`src/rtl/rkc_pkg.sv`:
```
package rkc_pkg;

  localparam int CODE_W    = 8;
  localparam int NUM_KEYS  = 30;
  localparam int NUM_WIN   = NUM_KEYS + 2;
  localparam int WIN_JIN   = NUM_KEYS;
  localparam int WIN_OPEN  = NUM_KEYS + 1;

  localparam logic [CODE_W-1:0] JACK_IN_BYTE = 8'hF3;
  localparam logic [CODE_W-1:0] OPEN_BYTE    = 8'hFE;

  typedef struct packed {
    logic              ok;
    logic [CODE_W-1:0] key;
  } cls_t;

  // Lower bound of each classification window (keys, then jack in, then open)
  function automatic logic [CODE_W-1:0] win_lo(input int idx);
    case (idx)
      0: return 8'd0;     1: return 8'd11;    2: return 8'd19;    3: return 8'd27;
      4: return 8'd35;    5: return 8'd42;    6: return 8'd50;    7: return 8'd58;
      8: return 8'd66;    9: return 8'd74;    10: return 8'd82;   11: return 8'd90;
      12: return 8'd98;   13: return 8'd105;  14: return 8'd114;  15: return 8'd123;
      16: return 8'd130;  17: return 8'd137;  18: return 8'd146;  19: return 8'd154;
      20: return 8'd162;  21: return 8'd170;  22: return 8'd178;  23: return 8'd186;
      24: return 8'd194;  25: return 8'd202;  26: return 8'd211;  27: return 8'd218;
      28: return 8'd226;  29: return 8'd235;  30: return 8'd243;  default: return 8'd254;
    endcase
  endfunction

  // Upper bound of each classification window
  function automatic logic [CODE_W-1:0] win_hi(input int idx);
    case (idx)
      0: return 8'd1;     1: return 8'd13;    2: return 8'd21;    3: return 8'd30;
      4: return 8'd38;    5: return 8'd46;    6: return 8'd53;    7: return 8'd62;
      8: return 8'd70;    9: return 8'd78;    10: return 8'd86;   11: return 8'd94;
      12: return 8'd102;  13: return 8'd110;  14: return 8'd119;  15: return 8'd127;
      16: return 8'd135;  17: return 8'd142;  18: return 8'd150;  19: return 8'd159;
      20: return 8'd166;  21: return 8'd174;  22: return 8'd182;  23: return 8'd190;
      24: return 8'd198;  25: return 8'd206;  26: return 8'd214;  27: return 8'd222;
      28: return 8'd229;  29: return 8'd237;  30: return 8'd245;  default: return 8'd255;
    endcase
  endfunction

  // Byte reported for a window
  function automatic logic [CODE_W-1:0] win_byte(input int idx);
    if (idx < NUM_KEYS)      return CODE_W'(idx);
    else if (idx == WIN_JIN) return JACK_IN_BYTE;
    else                     return OPEN_BYTE;
  endfunction

endpackage

```
`src/rtl/rkc_classifier.sv`:
```
module rkc_classifier
  import rkc_pkg::*;
(
  input  logic [CODE_W-1:0] code_i,
  output cls_t              cls_o
);

  logic [NUM_WIN-1:0] hit;

  // One offset-and-span compare per window: (code - lo) <= (hi - lo)
  for (genvar w = 0; w < NUM_WIN; w++) begin : g_win
    localparam logic [CODE_W-1:0] LO   = win_lo(w);
    localparam logic [CODE_W-1:0] SPAN = win_hi(w) - win_lo(w);
    logic [CODE_W-1:0] ofs;
    assign ofs    = code_i - LO;
    assign hit[w] = (ofs <= SPAN);
  end

  // Windows are disjoint, so at most one hit is set
  always_comb begin
    cls_o = '0;
    for (int w = 0; w < NUM_WIN; w++) begin
      if (hit[w]) begin
        cls_o.ok  = 1'b1;
        cls_o.key = win_byte(w);
      end
    end
  end

endmodule

```
`src/rtl/rkc_debounce.sv`:
```
module rkc_debounce
  import rkc_pkg::*;
#(
  parameter int DEBOUNCE_N = 4
) (
  input  logic              clk,
  input  logic              rst_n,
  input  logic              shdn,
  input  logic              fire,
  input  cls_t              cls_i,
  output logic              emit_o,
  output logic [CODE_W-1:0] emit_key_o
);

  localparam int CNT_W = $clog2(DEBOUNCE_N + 1);
  localparam logic [CNT_W-1:0] CNT_FULL = CNT_W'(DEBOUNCE_N);

  logic [CODE_W-1:0] stable_q, cand_q;
  logic [CNT_W-1:0]  cnt_q, cnt_nxt;
  logic              same;

  always_comb begin
    same = cls_i.ok && (cls_i.key == cand_q) && (cnt_q != '0);
    if (!cls_i.ok)             cnt_nxt = '0;
    else if (!same)            cnt_nxt = CNT_W'(1);
    else if (cnt_q == CNT_FULL) cnt_nxt = cnt_q;
    else                       cnt_nxt = cnt_q + CNT_W'(1);
  end

  assign emit_o     = fire && cls_i.ok && (cnt_nxt == CNT_FULL) && (cls_i.key != stable_q);
  assign emit_key_o = cls_i.key;

  always_ff @(posedge clk or negedge rst_n) begin
    if (!rst_n) begin
      stable_q <= OPEN_BYTE;
      cand_q   <= OPEN_BYTE;
      cnt_q    <= '0;
    end else if (shdn) begin
      stable_q <= OPEN_BYTE;
      cand_q   <= OPEN_BYTE;
      cnt_q    <= '0;
    end else if (fire) begin
      cnt_q <= cnt_nxt;
      if (cls_i.ok) cand_q <= cls_i.key;
      if (emit_o)   stable_q <= cls_i.key;
    end
  end

endmodule

```
`src/rtl/rkc_evt_out.sv`:
```
module rkc_evt_out
  import rkc_pkg::*;
(
  input  logic              clk,
  input  logic              rst_n,
  input  logic              shdn,
  input  logic              load,
  input  logic [CODE_W-1:0] load_key,
  input  logic              m_ready,
  output logic              m_valid,
  output logic [CODE_W-1:0] m_key,
  output logic              room_o
);

  assign room_o = !m_valid || m_ready;

  always_ff @(posedge clk or negedge rst_n) begin
    if (!rst_n) begin
      m_valid <= 1'b0;
      m_key   <= OPEN_BYTE;
    end else if (shdn) begin
      m_valid <= 1'b0;
    end else if (load) begin
      m_valid <= 1'b1;
      m_key   <= load_key;
    end else if (m_ready) begin
      m_valid <= 1'b0;
    end
  end

endmodule

```
`src/rtl/rkc_key_classifier.sv`:
```
module rkc_key_classifier
  import rkc_pkg::*;
#(
  parameter int DEBOUNCE_N = 4
) (
  input  logic       clk,
  input  logic       rst_n,
  input  logic       shdn,
  input  logic       s_valid,
  output logic       s_ready,
  input  logic [7:0] s_code,
  output logic       m_valid,
  input  logic       m_ready,
  output logic [7:0] m_key
);

  cls_t              cls;
  logic              room, fire, emit;
  logic [CODE_W-1:0] emit_key;

  assign s_ready = shdn || room;
  assign fire    = s_valid && room && !shdn;

  rkc_classifier u_cls (
    .code_i (s_code),
    .cls_o  (cls)
  );

  rkc_debounce #(.DEBOUNCE_N(DEBOUNCE_N)) u_deb (
    .clk        (clk),
    .rst_n      (rst_n),
    .shdn       (shdn),
    .fire       (fire),
    .cls_i      (cls),
    .emit_o     (emit),
    .emit_key_o (emit_key)
  );

  rkc_evt_out u_out (
    .clk      (clk),
    .rst_n    (rst_n),
    .shdn     (shdn),
    .load     (emit),
    .load_key (emit_key),
    .m_ready  (m_ready),
    .m_valid  (m_valid),
    .m_key    (m_key),
    .room_o   (room)
  );

endmodule

```
`config.mk`:
```
export PLATFORM = sky130hd
export DESIGN_NAME = rkc_key_classifier
export DESIGN_NICKNAME = d
export VERILOG_FILES = /design/src/rtl/rkc_pkg.sv /design/src/rtl/rkc_classifier.sv /design/src/rtl/rkc_debounce.sv /design/src/rtl/rkc_evt_out.sv /design/src/rtl/rkc_key_classifier.sv
export SDC_FILE = /design/constraint.sdc
export NUM_CORES = 1
export LEC_CHECK = 0
export BUFFER_PORTS_ARGS = -buffer_cell sky130_fd_sc_hd__clkbuf_2
export CELL_PAD_IN_SITES_DETAIL_PLACEMENT = 1
export CELL_PAD_IN_SITES_GLOBAL_PLACEMENT = 1
export CORE_MARGIN = 3
export CORE_UTILIZATION = 47
export CTS_CLUSTER_SIZE = 10
export DETAILED_ROUTE_END_ITERATION = 10
export HOLD_SLACK_MARGIN = 0.12
export PLACE_DENSITY_LB_ADDON = 0.1
export SYNTH_ARGS = -nofsm -noshare
export SYNTH_HDL_FRONTEND = slang
export SYNTH_SLANG_ARGS = --single-unit
```
`constraint.sdc`:
```
create_clock -name clk -period 3.33 [get_ports clk]
set_clock_uncertainty 0.2 [all_clocks]
set_input_delay 0.333 -clock clk [delete_from_list [all_inputs] [get_ports clk]]
set_output_delay 0.333 -clock clk [all_outputs]
set_load 0.02 [all_outputs]
```
==> results.md, run 1 <==
- Status: aborted with a tool error
- Failing step: clock tree synthesis
- Tool error: [ERROR DPL-0033] detailed placement checks failed during check placement.
- Inserted Clock Buffers: 3
- Synth top area cells: dfstp_2 (12%), mux2i_1 (5.4%), dfrtp_1 (5.2%), xnor2_1 (5.0%), ha_1 (4.1%)
- Clk root buf: clkbuf_8
- Resize count post-CTS: 67
- DP Cell Count: 636
- Cts hold-fix bufs: 1
- Post-Synthesis Cells: 430
- Compound-Gate Fraction of Synth Area: 28.7%
- Setup bufs post-CTS: 16
- Synth Area per Inst: 7.77 sq um
- Cell variety after synth: 77
- Die height: 90.3 um
- Clk sinks: 22
- H-tree levels: 1
- Syn nets: 454
- Starting Density: 48.9%
- DP Worst Slack: -1020 ps
- Number of port buffers: 22
- Area of the mapped netlist: 3340 sq um
- Synth Warn #: 0
- Final HPWL DP: 11,400 um
- Die W: 90.3 um
- Adder-cell share of the synthesized area: 4.12%
- Multiplexer share of the synthesized area: 7.98%
- Maximum buffer depth of the clock tree: 2
- Post-synth EDFFs: 0
- Top cell type's share of synthesized area: 11.8%
- Simple-gate portion of the synthesized area: 28.0%
- Largest family of logic cells by synthesized area: compound AO/OA/AOI/OAI gates
- Ys async rst share: 100%
- Cell accounting for the most synthesized area: dfstp_2
- Seq/Total Area, Yosys: 17.0%
- FP Rows: 30
- Seq cells post-synth: 22
- Dpl cell area: 4410 sq um
- IO Count: 23
- Ys flop type: dfstp_2
- GPL Wtd Cong: 0.951
- XOR/XNOR share of the synthesized area: 5.77%
metrics by stage:
stage | hold WS [ps] | util (%)
3_5_place_dp | 151 | 64.5
2_1_floorplan | -163 | -
3_3_place_gp | 134 | 64.5
Yosys cell counts, types with 6 or more instances:
library cell / count
nand2_1: 36
nor2_1: 27
inv_1: 20
o21ai_0: 19
xnor2_1: 19
a21oi_1: 18
mux2i_1: 18
nor2b_1: 17
nor3_1: 17
buf_2: 16
dfstp_2: 15
nand3_1: 15
ha_1: 11
nand2b_1: 11
o211ai_1: 10
clkbuf_1: 8
dfrtp_1: 7
a211oi_1: 6
a31oi_1: 6
nand3b_1: 6
o31ai_1: 6
cells by family after synthesis:
logic type	Yosys count
and+or+nand+nor	171
AOI/OAI and AO/OA	125
buffers and inverters	54
muxes	25
xor gates and xnor gates	22
DFF	22
adders and majority gates	11
==> inputs of run 2 (changes only) <==
--- a/config.mk
+++ b/config.mk
@@ -6,14 +6,10 @@
 export NUM_CORES = 1
 export LEC_CHECK = 0
 export BUFFER_PORTS_ARGS = -buffer_cell sky130_fd_sc_hd__clkbuf_2
-export CELL_PAD_IN_SITES_DETAIL_PLACEMENT = 1
-export CELL_PAD_IN_SITES_GLOBAL_PLACEMENT = 1
 export CORE_MARGIN = 3
-export CORE_UTILIZATION = 47
-export CTS_CLUSTER_SIZE = 10
+export CORE_UTILIZATION = 35
 export DETAILED_ROUTE_END_ITERATION = 10
-export HOLD_SLACK_MARGIN = 0.12
-export PLACE_DENSITY_LB_ADDON = 0.1
+export PLACE_DENSITY_LB_ADDON = 0.15
 export SYNTH_ARGS = -nofsm -noshare
 export SYNTH_HDL_FRONTEND = slang
 export SYNTH_SLANG_ARGS = --single-unit
==> results.md, run 2 <==
- Top cell type's share of synthesized area: 11.8%
- Post-synth EDFFs: 0
- IO Count: 23
- FP Rows: 35
- Final #Nets: 602
- Clk root buf: clkbuf_8
- Maximum buffer depth of the clock tree: 2
- Period utilization: 115%
- Failing checks: setup timing
- CP Capture Type: register
- Antenna fix cells: 0
- Final hold vios: 0
- Synth cell count leaders: nand2_1 (36), nor2_1 (27), inv_1 (20)
- Tmin final: 3840 ps
- Post-route DRC: 0
- Initial antenna violation count: 0
- Worst VDD drop: 250 uV
- Cell variety after synth: 77
- Ys flop type: dfstp_2
- Clk sinks: 22
- Share of layout cells above drive strength 1: 50.6%
- Final setup violation count: 16
- Die area: 10,800 sq um
- Vias per cell: 5.67
- Initial DRC count: 280
- Commonest non-fill, non-tap cell in the layout: buf_4
- R2R depth: 9
- Largest net degree at the start of global routing: 23
- Seq/Total Area, Yosys: 17.0%
- Sum Neg Setup Slack: -5870 ps
- Hold Path Cell Cnt: 3
- DP Worst Slack: -874 ps
- Finished Layout Cells: 706
- Crit path kind: in -> reg
- Post-Synthesis Cells: 430
- Adder-cell share of the synthesized area: 4.12%
- Core Util, Final: 56.8%
- Req. time, crit path: 3280 ps
- FMAX: 260 MHz
- Static Leak: 2.32 nW
- CTS tree: built
- Total power: 1.21 mW
- Die W: 104 um
- Tot GR Track Use: 23.0%
- Simple-gate portion of the synthesized area: 28.0%
- Synth-to-layout area growth: 57.1%
- Clk_lat worst skew: 270 ps
- Synth top area cells: dfstp_2 (12%), mux2i_1 (5.4%), dfrtp_1 (5.2%), xnor2_1 (5.0%), ha_1 (4.1%)
- Final worst slack: -509 ps
- Die height: 104 um
- Power Density: 230 nW/um^2
- Status: finished, violations left
- Syn nets: 454
- Slew HR: 55.0%
- Worst-path maximum fanout: 8
- Routed wire length: 12,700 um
- Seq cells post-synth: 22
- Largest family of logic cells by synthesized area: compound AO/OA/AOI/OAI gates
- Grt total ovfl: 0
- Multiplexer share of the synthesized area: 7.98%
- Most common cell in the synthesized netlist: nand2_1
- Slew @ Worst Pin: 666 ps
- First-pass GRT wire length: 20,500 um
- GPL Wtd Cong: 0.933
- Arrival time worst endpoint: 3790 ps
- Synth Warn #: 0
- Area of the mapped netlist: 3340 sq um
- H-tree levels: 1
- DP Cell Count: 681
- Largest registers: u_deb.cand_q (6), u_deb.stable_q (6), u_out.m_key (6)
- Synth Area per Inst: 7.77 sq um
- Cell accounting for the most synthesized area: dfstp_2
- Compound-Gate Fraction of Synth Area: 28.7%
- CTS clk-pin slew, worst paths: 80 ps
- Final HPWL DP: 9590 um
- Final antenna-violating net count: 0
- Vias in the first global route: 3,903
- Inserted Clock Buffers: 3
- RSZ-0062 raised after global routing: yes
- Hold crit path type: in -> reg
- Crit start category: primary input
- Most frequent cells in the layout: buf_4 (139), nand2_1 (33), nor2_1 (25)
- XOR/XNOR share of the synthesized area: 5.77%
- Starting Density: 36.2%
- Max-Cap Viols: 0
- Core region area: 9240 sq um
- Final Max Slew Viols: 0
- DRT Pass-1 Iters: 5
- Number of port buffers: 22
- Ys async rst share: 100%
- DR vias: 4,003
- Wire per inst: 18.0 um
==> run 2: stage by stage <==
step                      instance area (sq um)  hold slack (ps)
after floorplan                            3500             -163
after global placement                     4540              134
after detailed placement                   4540              146
after CTS                                  5070              234
after global routing                       5250              251
final                                      5250              246
==> run 2: metal layers <==
metal / track usage (%) / wire (um)
met4: 9.31 / 478
met2: 38.6 / 6100
met3: 1.43 / 556
met1: 30.7 / 5570
met5: 0 / 0
==> run 2: kinds of logic (layout without fill, tap and decap cells) <==
logic type / Yosys count / count (layout)
and+or+nand+nor: 171 / 171
AOI/OAI and AO/OA: 125 / 125
buffers and inverters: 54 / 201
muxes: 25 / 25
xor gates and xnor gates: 22 / 22
DFF: 22 / 22
adders and majority gates: 11 / 11
==> run 2: final cells by class <==
cell class              instances  area, sq um
fillers                       833         3990
repair buffers                177         1390
inverters                      20         87.6
flip-flops and latches         22          569
multi-input cells             354         2970
clock buffers                   4         66.3
well taps                     129          161
==> run 2: path summary, 6_finish.rpt <==
check | slack [ps] | start | endpoint
max | -510 | s_code[1] | u_deb.stable_q[0]$_DFFE_PN0P_
min | 250 | s_valid | u_deb.cnt_q[2]$_DFFE_PN0P_
max reg2reg | 750 | u_deb.cnt_q[0]$_DFFE_PN0P_ | u_deb.stable_q[0]$_DFFE_PN0P_
min reg2reg | 270 | u_out.m_key[1]$_DFFE_PN1P_ | u_out.m_key[1]$_DFFE_PN1P_
max in group asynchronous | 2180 | rst_n | u_deb.cand_q[4]$_DFFE_PN1P_
min in group asynchronous | 380 | rst_n | u_out.m_valid$_DFFE_PN0P_
==> run 2: report_power, final <==
| group | switching (mW) | leakage, nW | internal [mW] |
|---|---|---|---|
| Clock | 0.0911 | 0.0339 | 0.130 |
| Combinational | 0.353 | 2.04 | 0.335 |
| Sequential | 0.0130 | 0.254 | 0.287 |
==> run 2: critical path, stage by stage <==
cell	delay (ps)
clkbuf_16	140
buf_8	120
ha_4	200
a2111oi_4	340
xnor2_1	160
o31ai_1	80
o211ai_1	160
buf_4	170
o211ai_1	80
buf_4	160
o311ai_4	240
a21oi_2	120
buf_4	140
buf_4	130
xnor2_1	110
nand2_1	60
nor4_1	50
or4_4	550
buf_6	160
mux2_4	290
==> run 2: what timing repair did <==
item                                    4_1_cts  5_1_grt
resized for setup                            71       28
pin swaps                                    32       12
endpoints found under the setup margin       22       22
buffers inserted                             15        8
cloned                                        1        0
hold buffers                                  1        0
endpoints found under the hold margin         7        0
(Power assumes the default switching activity.)
==> inputs of run 3 (changes only) <==
--- a/config.mk
+++ b/config.mk
@@ -5,9 +5,10 @@
 export SDC_FILE = /design/constraint.sdc
 export NUM_CORES = 1
 export LEC_CHECK = 0
+export ABC_AREA = 1
 export BUFFER_PORTS_ARGS = -buffer_cell sky130_fd_sc_hd__clkbuf_2
 export CORE_MARGIN = 3
-export CORE_UTILIZATION = 35
+export CORE_UTILIZATION = 56
 export DETAILED_ROUTE_END_ITERATION = 10
 export PLACE_DENSITY_LB_ADDON = 0.15
 export SYNTH_ARGS = -nofsm -noshare
==> results.md, run 3 <==
- Slew HR: 53.7%
- Slew @ Worst Pin: 693 ps
- Initial DRC count: 818
- Tot GR Track Use: 35.2%
- CP max-delay cell: o41ai_1
- Reg power frac: 24.4%
- Synth-to-layout area growth: 55.9%
- Die W: 81.9 um
- Top cell type's share of synthesized area: 20.6%
- Seq/Total Area, Yosys: 17.6%
- DRT Pass-1 Iters: 7
- Final Max Slew Viols: 0
- Routed wire length: 15,900 um
- Wire per inst: 20.8 um
- Largest net degree at the start of global routing: 23
- Sw Share: 43.6%
- Critical path's largest stage delay: 320 ps
- Inserted Clock Buffers: 3
- Area of the mapped netlist: 3230 sq um
- Core region area: 5540 sq um
- Seq cells post-synth: 22
- Post-route DRC: 0
- Starting Density: 58.2%
- Design Area, Final: 5030 sq um
- P_sw: 614 uW
- Clk sinks: 22
- Final HPWL DP: 9400 um
- Ys async rst share: 100%
- Post-synth EDFFs: 0
- Vias in the first global route: 3,804
- Synth Warn #: 0
- Power Density: 280 nW/um^2
- Worst-path maximum fanout: 9
- Int Pwr: 795 uW
- Crit path kind: in -> reg
- Crit start category: primary input
- Clk root buf: clkbuf_8
- Total power: 1.41 mW
- Final #Nets: 720
- Antenna fix cells: 0
- H-tree levels: 1
- FP Rows: 27
- Initial antenna violation count: 0
- Max-Cap Viols: 0
- IO Count: 23
- Die height: 81.9 um
- DR vias: 4,824
- Post-Synthesis Cells: 560
- CP Capture Type: register
- Die area: 6710 sq um
- Synth Area per Inst: 5.76 sq um
- Syn nets: 585
- Clk_lat worst skew: 280 ps
- CTS clk-pin slew, worst paths: 90 ps
- Cell accounting for the most synthesized area: nand2_1
- Largest registers: u_deb.cand_q (6), u_deb.stable_q (6), u_out.m_key (6)
- Logic gate share of total power: 56.7%
- RSZ-0062 raised after global routing: yes
- Dpl cell area: 4160 sq um
- Most frequent CP cell: nor2_1
- Clock power frac: 18.8%
- Maximum buffer depth of the clock tree: 2
- First-pass GRT wire length: 17,900 um
- FILL cells: 258
- Final hold vios: 0
- Hold crit path type: in -> reg
- Share of layout cells above drive strength 1: 48.8%
- Static Leak: 2.56 nW
- Status: finished, violations left
- Vias per cell: 6.30
- Tmin final: 3650 ps
- Final worst slack: -318 ps
- FMAX: 274 MHz
- Synth cell count leaders: nand2_1 (177), nor2_1 (76), inv_1 (52)
- Worst VDD drop: 282 uV
- Synth top area cells: nand2_1 (21%), dfstp_2 (12%), nor2_1 (8.8%), nand3_1 (7.9%), xor2_1 (7.3%)
- Failing checks: setup timing
- Arrival time worst endpoint: 3670 ps
- Most common cell in the synthesized netlist: nand2_1
- CTS tree: built
- Number of port buffers: 22
- Final antenna-violating net count: 0
- Grt total ovfl: 0
- Commonest non-fill, non-tap cell in the layout: nand2_1
- Final setup violation count: 14
- GPL Wtd Cong: 1.00
- Period utilization: 110%
- Most frequent cells in the layout: nand2_1 (128), buf_4 (115), nor2_1 (52)
- Cell variety after synth: 38
- Req. time, crit path: 3350 ps
- Ys flop type: dfstp_2
[run 3: cell count changes after synthesis, sizes merged, moves of 18 or more]
cell	delta
nand3	+43
xor2	+24
nor2	+57
inv	+54
xnor2	-18
mux2i	-18
nand2	+149
[run 3: worst paths after layout]
kind / startpoint / endpoint / slack (ps) / depth (start not counted)
worst max register to register: u_deb.cnt_q[0]$_DFFE_PN0P_ / u_deb.cnt_q[1]$_DFFE_PN0P_ / 880 / 12
worst min register to register: u_out.m_key[2]$_DFFE_PN1P_ / u_out.m_key[2]$_DFFE_PN1P_ / 300 / 2
max in group asynchronous: rst_n / u_out.m_key[3]$_DFFE_PN1P_ / 2130 / 2
min in group asynchronous: rst_n / u_deb.cnt_q[0]$_DFFE_PN0P_ / 410 / 2
worst max-delay path: s_code[5] / u_deb.stable_q[4]$_DFFE_PN1P_ / -320 / 27
worst min-delay path: m_ready / u_out.m_valid$_DFFE_PN0P_ / 240 / 4
[run 3: repair_timing]
action / CTS / global route
gates cloned: 0 / 1
pin swaps: 4 / 54
hold buffers: 1 / 0
endpoints found under the setup margin: 13 / 21
resized for setup: 14 / 184
hold endpoints to repair: 7 / 0
buffers inserted: 1 / 11
[run 3: kinds of logic (layout without fill, tap and decap cells)]
family          Yosys count  count (layout)  share of synthesized area (%)
compound gates           57              57                           10.3
xor+xnor                 28              28                           7.60
fa+ha+maj                12              12                           4.65
buf+inv                  93             227                           12.6
flops                    22              22                           17.6
simple gates            348             348                           47.2
[run 3: critical path, delay by kind of cell]
family                 cells  cell delay (ps)
AND/OR/NAND/NOR           19             2160
buffers and inverters      7              850
AO/OA/AOI/OAI              1              320
[run 3: power groups by stage]
stage / clock [mW] / combinational, mW / sequential [mW]
3_5_place_dp: 0 / 0.582 / 0.342
3_3_place_gp: 0 / 0.569 / 0.340
4_1_cts: 0.257 / 0.598 / 0.338
2_1_floorplan: 0 / 0.336 / 0.337
5_1_grt: 0.270 / 0.851 / 0.343
6_report: 0.265 / 0.799 / 0.344
[run 3: area by class of cell]
class / instances / area (sq um) / area share (%)
Multi-Input combinational cell: 445 / 2830 / 56.3
Clock buffer: 3 / 41.3 / 0.821
Inverter: 76 / 313 / 6.22
Sequential cell: 22 / 569 / 11.3
Tap cell: 72 / 90.1 / 1.79
Timing Repair Buffer: 147 / 1150 / 22.9
Clock inverter: 1 / 30.0 / 0.597
[run 3: through the flow]
step	instances	TNS [ps]	setup slack (ps)	hold WS, ps	util, %
after global routing	766	-9500	-661	273	90.8
after global placement	748	-4880	-386	123	75.2
final	766	-3710	-318	238	90.8
after CTS	754	0	13.9	175	77.5
after detailed placement	748	-5310	-407	137	75.2
after floorplan	560	0	3.69	-163	-
[run 3: layer usage]
layer | wire length [um] | part of all wire (%) | up-vias | global-route usage, %
met3 | 2170 | 14 | 167 | 7.68
met1 | 5520 | 35 | 2134 | 46.9
li1 | - | - | 2037 | -
met2 | 7040 | 44 | 486 | 57.7
met4 | 1200 | 7.5 | 0 | 8.14
met5 | 0 | 0 | - | 0
